==> config.mk <==
export PLATFORM = sky130hd
export DESIGN_NAME = cfgx_engine
export DESIGN_NICKNAME = d
export VERILOG_FILES = /design/src/rtl/cfgx_pkg.sv /design/src/rtl/cfgx_regs.sv /design/src/rtl/cfgx_seq.sv /design/src/rtl/cfgx_fdec.sv /design/src/rtl/cfgx_engine.sv
export SDC_FILE = /design/constraint.sdc
export NUM_CORES = 1
export LEC_CHECK = 0
export ABC_AREA = 1
export BUFFER_PORTS_ARGS = -buffer_cell sky130_fd_sc_hd__buf_2
export CORE_AREA = 10 10 111 113
export CTS_CLUSTER_DIAMETER = 50
export CTS_CLUSTER_SIZE = 20
export DETAILED_ROUTE_END_ITERATION = 7
export DIE_AREA = 0 0 121 123
export GPL_TIMING_DRIVEN = 0
export PLACE_DENSITY = 0.86
export SYNTH_ARGS = -nofsm -noshare
export SYNTH_HDL_FRONTEND = slang
export SYNTH_SLANG_ARGS = --single-unit
==> constraint.sdc <==
create_clock -name clk -period 3.1 [get_ports clk]
set_input_delay 0.62 -clock clk [delete_from_list [all_inputs] [get_ports clk]]
set_output_delay 0.62 -clock clk [all_outputs]
set_load 0.01 [all_outputs]
==> src/rtl/cfgx_pkg.sv <==
package cfgx_pkg;
    localparam int unsigned FUNC_W    = 6;
    localparam int unsigned FUNC_LSB  = 20;
    localparam int unsigned START_BIT = 31;
    localparam int unsigned DIR_BIT   = 30;

    localparam logic [7:0] OFS_DATA = 8'hA0;
    localparam logic [7:0] OFS_CTRL = 8'hA4;
    localparam logic [7:0] OFS_STAT = 8'hA8;

    localparam logic [FUNC_W-1:0] FN_SHUTDOWN = 6'h08;
    localparam logic [FUNC_W-1:0] FN_REBOOT   = 6'h09;

    typedef struct packed {
        logic              dir_wr;
        logic [FUNC_W-1:0] func;
    } xfer_cmd_t;

    typedef enum logic {
        SEQ_IDLE = 1'b0,
        SEQ_WAIT = 1'b1
    } seq_state_e;
endpackage

==> src/rtl/cfgx_regs.sv <==
module cfgx_regs
    import cfgx_pkg::*;
#(
    parameter int unsigned DATA_W = 32,
    parameter int unsigned ADDR_W = 8
) (
    input  logic              clk,
    input  logic              rst_n,
    input  logic              reg_wr,
    input  logic [ADDR_W-1:0] reg_addr,
    input  logic [DATA_W-1:0] reg_wdata,
    output logic [DATA_W-1:0] reg_rdata,
    input  logic              busy,
    input  logic              fin,
    input  logic              fin_err,
    input  logic [DATA_W-1:0] rdata_in,
    output logic              start,
    output xfer_cmd_t         cmd,
    output logic [DATA_W-1:0] wdata_out
);
    typedef struct packed {
        logic [DATA_W-1:0] ctrl;
        logic [DATA_W-1:0] data;
        logic              done;
        logic              err;
    } regs_t;

    localparam logic [ADDR_W-1:0] A_DATA = ADDR_W'(OFS_DATA);
    localparam logic [ADDR_W-1:0] A_CTRL = ADDR_W'(OFS_CTRL);
    localparam logic [ADDR_W-1:0] A_STAT = ADDR_W'(OFS_STAT);

    regs_t r_d, r_q;
    logic  hit_data, hit_ctrl;

    always_comb begin
        r_d      = r_q;
        start    = 1'b0;
        hit_data = reg_wr && (reg_addr == A_DATA);
        hit_ctrl = reg_wr && (reg_addr == A_CTRL);
        if (!busy) begin
            if (hit_data) begin
                r_d.data = reg_wdata;
            end
            if (hit_ctrl) begin
                r_d.ctrl            = reg_wdata;
                r_d.ctrl[START_BIT] = 1'b0;
                r_d.done            = 1'b0;
                r_d.err             = 1'b0;
                start               = reg_wdata[START_BIT];
            end
        end
        if (fin) begin
            r_d.done = 1'b1;
            r_d.err  = fin_err;
            if (!r_q.ctrl[DIR_BIT] && !fin_err) begin
                r_d.data = rdata_in;
            end
        end
    end

    always_ff @(posedge clk or negedge rst_n) begin
        if (!rst_n) begin
            r_q <= '0;
        end else begin
            r_q <= r_d;
        end
    end

    always_comb begin
        reg_rdata = '0;
        case (reg_addr)
            A_DATA:  reg_rdata = r_q.data;
            A_CTRL:  reg_rdata = r_q.ctrl;
            A_STAT:  reg_rdata = {{(DATA_W-2){1'b0}}, r_q.err, r_q.done};
            default: reg_rdata = '0;
        endcase
    end

    assign cmd.dir_wr = r_q.ctrl[DIR_BIT];
    assign cmd.func   = r_q.ctrl[FUNC_LSB +: FUNC_W];
    assign wdata_out  = r_q.data;

    // an accepted control write leaves clean status behind it
    p_status_clear_r4: assert property (@(posedge clk) disable iff (!rst_n)
        (reg_wr && reg_addr == A_CTRL && !busy) |=> (!r_q.done && !r_q.err));

    // data register holds while a transfer is in flight and no response arrives
    p_data_hold_r9: assert property (@(posedge clk) disable iff (!rst_n)
        (busy && !fin) |=> $stable(r_q.data));
endmodule

==> src/rtl/cfgx_seq.sv <==
module cfgx_seq
    import cfgx_pkg::*;
#(
    parameter int unsigned TMO_W = 16
) (
    input  logic             clk,
    input  logic             rst_n,
    input  logic             start,
    input  logic [TMO_W-1:0] tmo_cycles,
    input  logic             ack,
    input  logic             err_rsp,
    output logic             busy,
    output logic             fin,
    output logic             fin_err
);
    typedef struct packed {
        seq_state_e       st;
        logic [TMO_W-1:0] cnt;
    } seq_t;

    seq_t           s_d, s_q;
    logic [TMO_W:0] cnt_next;

    always_comb begin
        s_d      = s_q;
        fin      = 1'b0;
        fin_err  = 1'b0;
        cnt_next = {1'b0, s_q.cnt} + (TMO_W+1)'(1);
        case (s_q.st)
            SEQ_IDLE: begin
                if (start) begin
                    s_d.st  = SEQ_WAIT;
                    s_d.cnt = '0;
                end
            end
            SEQ_WAIT: begin
                if (ack || err_rsp) begin
                    fin     = 1'b1;
                    fin_err = err_rsp;
                    s_d.st  = SEQ_IDLE;
                    s_d.cnt = '0;
                end else if (cnt_next >= {1'b0, tmo_cycles}) begin
                    fin     = 1'b1;
                    fin_err = 1'b1;
                    s_d.st  = SEQ_IDLE;
                    s_d.cnt = '0;
                end else begin
                    s_d.cnt = cnt_next[TMO_W-1:0];
                end
            end
            default: s_d = '0;
        endcase
    end

    always_ff @(posedge clk or negedge rst_n) begin
        if (!rst_n) begin
            s_q <= '0;
        end else begin
            s_q <= s_d;
        end
    end

    assign busy = (s_q.st == SEQ_WAIT);

    // a start seen by an idle sequencer makes it busy next cycle
    p_start_busy_r2: assert property (@(posedge clk) disable iff (!rst_n)
        (start && !busy) |=> busy);

    // any controller response ends the request
    p_resp_ends_r5: assert property (@(posedge clk) disable iff (!rst_n)
        (busy && (ack || err_rsp)) |=> !busy);
endmodule

==> src/rtl/cfgx_fdec.sv <==
module cfgx_fdec
    import cfgx_pkg::*;
(
    input  logic      clk,
    input  logic      rst_n,
    input  logic      fin,
    input  logic      fin_err,
    input  xfer_cmd_t cmd,
    output logic      shutdown_pulse,
    output logic      reboot_pulse
);
    typedef struct packed {
        logic sd;
        logic rb;
    } pulse_t;

    pulse_t p_d, p_q;
    logic   good_wr;

    always_comb begin
        good_wr = fin && !fin_err && cmd.dir_wr;
        p_d.sd  = good_wr && (cmd.func == FN_SHUTDOWN);
        p_d.rb  = good_wr && (cmd.func == FN_REBOOT);
    end

    always_ff @(posedge clk or negedge rst_n) begin
        if (!rst_n) begin
            p_q <= '0;
        end else begin
            p_q <= p_d;
        end
    end

    assign shutdown_pulse = p_q.sd;
    assign reboot_pulse   = p_q.rb;

    // the two command lines are never high together
    p_pulse_excl_r10: assert property (@(posedge clk) disable iff (!rst_n)
        !(shutdown_pulse && reboot_pulse));

    // each pulse lasts a single cycle
    p_pulse_width_r10: assert property (@(posedge clk) disable iff (!rst_n)
        (shutdown_pulse || reboot_pulse) |=> !(shutdown_pulse || reboot_pulse));
endmodule

==> src/rtl/cfgx_engine.sv <==
module cfgx_engine
    import cfgx_pkg::*;
#(
    parameter int unsigned DATA_W = 32,
    parameter int unsigned ADDR_W = 8,
    parameter int unsigned TMO_W  = 16
) (
    input  logic              clk,
    input  logic              rst_n,
    input  logic [TMO_W-1:0]  tmo_cycles,
    input  logic              reg_wr,
    input  logic [ADDR_W-1:0] reg_addr,
    input  logic [DATA_W-1:0] reg_wdata,
    output logic [DATA_W-1:0] reg_rdata,
    output logic              xfer_req,
    output logic              xfer_write,
    output logic [5:0]        xfer_func,
    output logic [DATA_W-1:0] xfer_wdata,
    input  logic              xfer_ack,
    input  logic              xfer_err,
    input  logic [DATA_W-1:0] xfer_rdata,
    output logic              shutdown_pulse,
    output logic              reboot_pulse
);
    logic      busy, fin, fin_err, start;
    xfer_cmd_t cmd;

    cfgx_regs #(.DATA_W(DATA_W), .ADDR_W(ADDR_W)) u_regs (
        .clk       (clk),
        .rst_n     (rst_n),
        .reg_wr    (reg_wr),
        .reg_addr  (reg_addr),
        .reg_wdata (reg_wdata),
        .reg_rdata (reg_rdata),
        .busy      (busy),
        .fin       (fin),
        .fin_err   (fin_err),
        .rdata_in  (xfer_rdata),
        .start     (start),
        .cmd       (cmd),
        .wdata_out (xfer_wdata)
    );

    cfgx_seq #(.TMO_W(TMO_W)) u_seq (
        .clk        (clk),
        .rst_n      (rst_n),
        .start      (start),
        .tmo_cycles (tmo_cycles),
        .ack        (xfer_ack),
        .err_rsp    (xfer_err),
        .busy       (busy),
        .fin        (fin),
        .fin_err    (fin_err)
    );

    cfgx_fdec u_fdec (
        .clk            (clk),
        .rst_n          (rst_n),
        .fin            (fin),
        .fin_err        (fin_err),
        .cmd            (cmd),
        .shutdown_pulse (shutdown_pulse),
        .reboot_pulse   (reboot_pulse)
    );

    assign xfer_req   = busy;
    assign xfer_write = cmd.dir_wr;
    assign xfer_func  = cmd.func;

    // request fields stay put for the whole request
    p_req_stable_r2: assert property (@(posedge clk) disable iff (!rst_n)
        (xfer_req && $past(xfer_req)) |->
            ($stable(xfer_wdata) && $stable(xfer_func) && $stable(xfer_write)));
endmodule

## Yosys cells after proc, flatten, opt, wreduce, memory -nomap -nowiden

Index checks and enable logic that the tools add are counted.

- Output and inout port bits: 74
- Logic and storage cells: 49
- Register bits after elaboration: 84

- Bitwise logic cells: 1
- Reductions and logical operators: 13
- Magnitude comparators: 1
- Multiplexer cells: 18
- Add/sub/neg operators: 1
- Equal/unequal tests: 7

Operator list:

| operator | count |
|---|---|
| $pmux W32 S3 | 1 |
| $mux W34 | 2 |
| $mux W32 | 2 |
| $mux W17 | 2 |
| $pmux W17 S2 | 1 |
| $eq A8 B8 Y1 const B | 3 |
| $add A16 B1 Y17 const B | 1 |
| $ge A17 B16 Y1 | 1 |
| $mux W16 | 1 |
| $eq A6 B4 Y1 const B | 2 |
| $mux W1 | 8 |
| $logic_and A1 B1 Y1 | 7 |
| $reduce_and A2 Y1 | 2 |
| $logic_not A1 Y1 | 2 |
| $mux W2 | 1 |
| $ne A2 B1 Y1 const B | 1 |
| $ne A2 B2 Y1 const B | 1 |
| $reduce_bool A2 Y1 | 1 |
| $logic_or A1 B1 Y1 | 1 |
| $not A1 Y1 | 1 |

## Logic depth before layout (Yosys ltp)

- Depth in word-level cells: 9
- Depth in mapped cells: 19
- Mapped depth without buffers: 18

## By module

A second synthesis with hierarchy kept.

- Cell total of the unflattened synthesis: 786
- Area total of the unflattened synthesis: 5739.3 um^2

By module, submodules not included:

| module | area an instance (um^2) | times used | cells each |
|---|---|---|---|
| cfgx_regs | 4046.4 | 1 | 518 |
| cfgx_seq | 1592.8 | 1 | 255 |
| cfgx_fdec | 100.1 | 1 | 13 |

## Worst setup path before layout

OpenSTA, ideal clock, no wires.

- Path type: reg-to-reg
- Start: register u_seq.s_q[0] in the netlist's numbering
- End: register u_seq.s_q[14] in the netlist's numbering
- Required time: 3.035 ns
- Arrival time: 2.260 ns
- Cell stages (with the launch flop): 19
- Clock period less this slack: 2.325 ns
- Library setup time: 0.065 ns
- Path slack: 0.775 ns
- Path through: dfrtp_1 -> ha_1 -> nand2_2 -> inv_1 -> nand2_2 -> nor2_4 -> nand3_1 -> xnor2_1 -> ha_1 -> a21oi_1 -> nor2_1 -> nor2_1 -> nand3_1 -> nor2_2 -> nand2_4 -> nor2_4 -> buf_6 -> nand2_1 -> nand2_1

- Longest elaborated chain between the ends: 5

RTL lines:

| item | line | source |
|---|---|---|
| start: declaration | cfgx_seq.sv:21 | `seq_t s_d, s_q;` |
| start signal: assignment | cfgx_seq.sv:57 | `s_q <= '0;` |
| start signal: assignment | cfgx_seq.sv:59 | `s_q <= s_d;` |
| $add A16 B1 Y17 * | cfgx_seq.sv:28 | `cnt_next = {1'b0, s_q.cnt} + (TMO_W+1)'(1);` |
| $ge A17 B16 Y1 | cfgx_seq.sv:42 | `end else if (cnt_next >= {1'b0, tmo_cycles}) begin` |
| $mux W16 * | cfgx_seq.sv:42 |  |
| $mux W17 * | cfgx_seq.sv:37 | `if (ack \|\| err_rsp) begin` |
| $pmux W17 S2 * | cfgx_seq.sv:29 | `case (s_q.st)` |

Every way passes the cells marked *; elsewhere a longest branch is shown, timed or not.
A chain may end at the register's enable or synchronous reset.

## Worst setup path after layout

- Start: input reg_addr[1]
- End: output reg_rdata[27]

- Longest elaborated chain between the ends: 2

RTL lines:

| item | line | source |
|---|---|---|
| start: declaration | cfgx_engine.sv:12 | `input logic [ADDR_W-1:0] reg_addr,` |
| $eq A8 B8 Y1 | cfgx_regs.sv:71 | `case (reg_addr)` |
| $pmux W32 S3 * | cfgx_regs.sv:71 |  |
| end: declaration | cfgx_engine.sv:14 | `output logic [DATA_W-1:0] reg_rdata,` |

Marks and branches as above.

==> results.yml <==
timing:
  hold_viol_final: 0
  fin_skew_ns: 0.0157
  finalSetupTns_ns: 0
  report.final.slew_viol_count: 0
  holdWs_ns: 0.240
  setup_viol: 0
  slew_headroom_pct: 57.4
  worstMarginPinSlew_ns: 0.639
  rsz0062_at_grt: "false"
  max_freq_mhz: 365
  fin_crit_ns: 2.74
  finalCritPeriodShare_pct: 88.4
cts:
  clkLatencyLatePin_ns: 0.36
  cts_buffers: 9
  cts_setup_buffers: 0
  clkTransAtPathRegs_ns: 0.09
  cts_tree: "built"
  cts_hold_buffers: 0
  clock-root-buffer: "clkbuf_8"
  clock_sink_count: 84
  cts_resized: 0
  htree_num_levels: 3
  clock_path_buffers: 2
layout:
  stdcell_area_um2: 6270
  final_cells: 979
  drive_gt1_share_pct: 32.1
  fin_nets: 947
  synthToLayoutAreaGrowth_pct: 23.7
  post-route-util_pct: 61.8
routing:
  first_iter_violations: 220
  wire_per_inst_um: 15.6
  wl_met2_mm: 7.58
  drtPass1Iterations: 4
  route.met3.wl_mm: 1.40
  wirelength_met1_mm: 5.95
  wl_mm: 15.3
  final_antenna_net_count: 0
  drc: 0
  top_layer: "met5"
  avgViaCountPerCell: 4.93
  vias: 4831
placed_design:
  dp.cells: 962
  gp_congestion: 0.855
  placed_cell_area_um2: 6090
  port_buffers: 166
  place_hpwl_mm: 12.0
run:
  cap_violations: 0
die:
  design.core.area_um2: 10100
  io_pins: 167
  dieArea_um2: 14900
  start_util_pct: 50.0
  placementRows: 37
  die-width_um: 121
  die_y_um: 123
critical_path:
  worstPathRequired_ns: 2.48
  cp_max_fo: 10
  r2r_cells: 18
  end_kind: "output port"
  worst-setup-path-type: "in2out"
  regToRegStartpoint: "u_seq.s_q[0]"
  reg2reg_slack_ns: 0.40
  cp-start-kind: "input pin"
  r2r_end: "u_seq.s_q[12]"
  worstPathArrival_ns: 2.12
logic_synthesis:
  avgSynthCellArea_um2: 7.69
  seq_area_frac_synth_pct: 41.5
  ys_ff_latch: 84
  synthesis.nets: 769
  synth_area_um2: 5070
  ys_types: 35
  syn_inst: 659
  ys_warn_count: 0
global_route:
  track_usage_pct: 20.3
  grt_max_degree: 44
  grt_pass1_vias: 5122
  antenna_found_initial: 1
  overflow: 0
  grt_pass1_wl_mm: 24.5
pwr:
  powerDensity_nw_per_um2: 378
  vdd_drop_max_v: 0.000232
  p_sw_mw: 0.705
  p_seq_share_pct: 51.4
  intPower_mw: 1.66
  comb_power_share_pct: 18.0
  p_sw_share_pct: 29.8
  cellLeakagePower_nw: 3.49
  clockPowerShare_pct: 30.7
hold_path:
  holdCritPathClass: "in2async"
outcome:
  run_status: "finished, final reports clean"
## cell type report
type / instances / area [um2]
diodes: 1 / 2.50
fillers: 919 / 3870
repair buffers: 167 / 853
well taps: 136 / 170
multi-input cells: 401 / 2080
flip-flops and latches: 84 / 2100
clock buffers: 10 / 128
inverters: 109 / 410
clock inverters: 6 / 48.8
plain buffers: 65 / 474
## power groups by stage
stage / clock network (mW) / registers, mW / logic [mW]
after global routing: 0.771 / 1.22 / 0.483
after global placement: 0 / 1.23 / 0.410
final: 0.726 / 1.22 / 0.425
after detailed placement: 0 / 1.24 / 0.427
after CTS: 0.724 / 1.22 / 0.429
after floorplan: 0 / 1.22 / 0.247
## Yosys cell counts, drive strengths merged
library cell	n	area, um2
nor3	5	30.0
xor2	6	52.6
or2	1	6.26
buf	59	450
o221ai	2	17.5
clkbuf	6	23.8
nor2	28	143
clkinv	1	5.00
xnor2	3	33.8
a21oi	40	208
o21a	1	7.51
nor3b	1	12.5
o22ai	36	225
o22a	1	8.76
nand2	176	693
nor4	2	12.5
o21ai	66	330
o21bai	1	7.51
inv	108	405
nand4	4	25.0
nand3	11	55.1
ha	17	213
dfrtp	84	2100
## metal layers
layer  vias up  GRT usage, %
li1       2423             -
met1      2217          21.9
met2       162          35.3
met3        27          7.66
met4         2          8.75
met5         -             0
## through the flow
step | setup WS (ns) | power [mW]
final | 0.360 | 2.37
after global routing | 0.107 | 2.48
after CTS | 0.336 | 2.37
after detailed placement | 0.356 | 1.66
after global placement | 0.377 | 1.64
after floorplan | 0.775 | 1.47
## placed cells by master (no fill, tap or decap), types with 8 or more instances in the layout
| cell | synthesis | final |
|---|---|---|
| buf_2 | 9 | 174 |
| nand2_1 | 167 | 167 |
| inv_1 | 102 | 102 |
| dfrtp_1 | 84 | 84 |
| o21ai_1 | 57 | 57 |
| buf_4 | 42 | 43 |
| a21oi_1 | 38 | 38 |
| o22ai_1 | 36 | 36 |
| nor2_1 | 21 | 21 |
| ha_1 | 17 | 17 |
| nand3_1 | 11 | 11 |
| o21ai_0 | 9 | 9 |
| clkbuf_8 | 0 | 9 |
| buf_6 | 8 | 8 |
## critical path: stages
cell,delay [ns]
buf_2,0.09
or2_1,0.25
nor3b_2,0.23
nand2_1,0.14
clkbuf_1,0.31
o22ai_1,0.29
buf_2,0.19
## worst max path at each step
| stage | start | end | slack (ns) | cells past startpoint |
|---|---|---|---|---|
| CTS | reg_addr[1] | reg_rdata[27] | 0.34 | 7 |
| global route | u_seq.s_q[0] | u_seq.s_q[14] | 0.11 | 19 |
| global placement | reg_addr[1] | reg_rdata[27] | 0.38 | 7 |
| floorplan | u_seq.s_q[0] | u_seq.s_q[14] | 0.78 | 18 |
| detailed placement | reg_addr[1] | reg_rdata[27] | 0.36 | 7 |
| finish | reg_addr[1] | reg_rdata[27] | 0.36 | 7 |
## cell families after synthesis
kind of cell | Yosys count | share of synthesized area, %
and+or+nand+nor | 228 | 19.3
buffers and inverters | 174 | 17.5
DFF | 84 | 41.5
adders and majority gates | 17 | 4.20
xor gates and xnor gates | 9 | 1.70
AOI/OAI and AO/OA | 147 | 15.9
## state kept, by name (all words and copies together), names as in the netlist
name,flops
u_fdec.reboot_pulse,1
u_fdec.shutdown_pulse,1
u_regs.cmd,7
u_regs.r_q,26
u_regs.wdata_out,32
u_seq.busy,1
u_seq.s_q,16
Note: power is estimated with default switching activity, not from simulation.
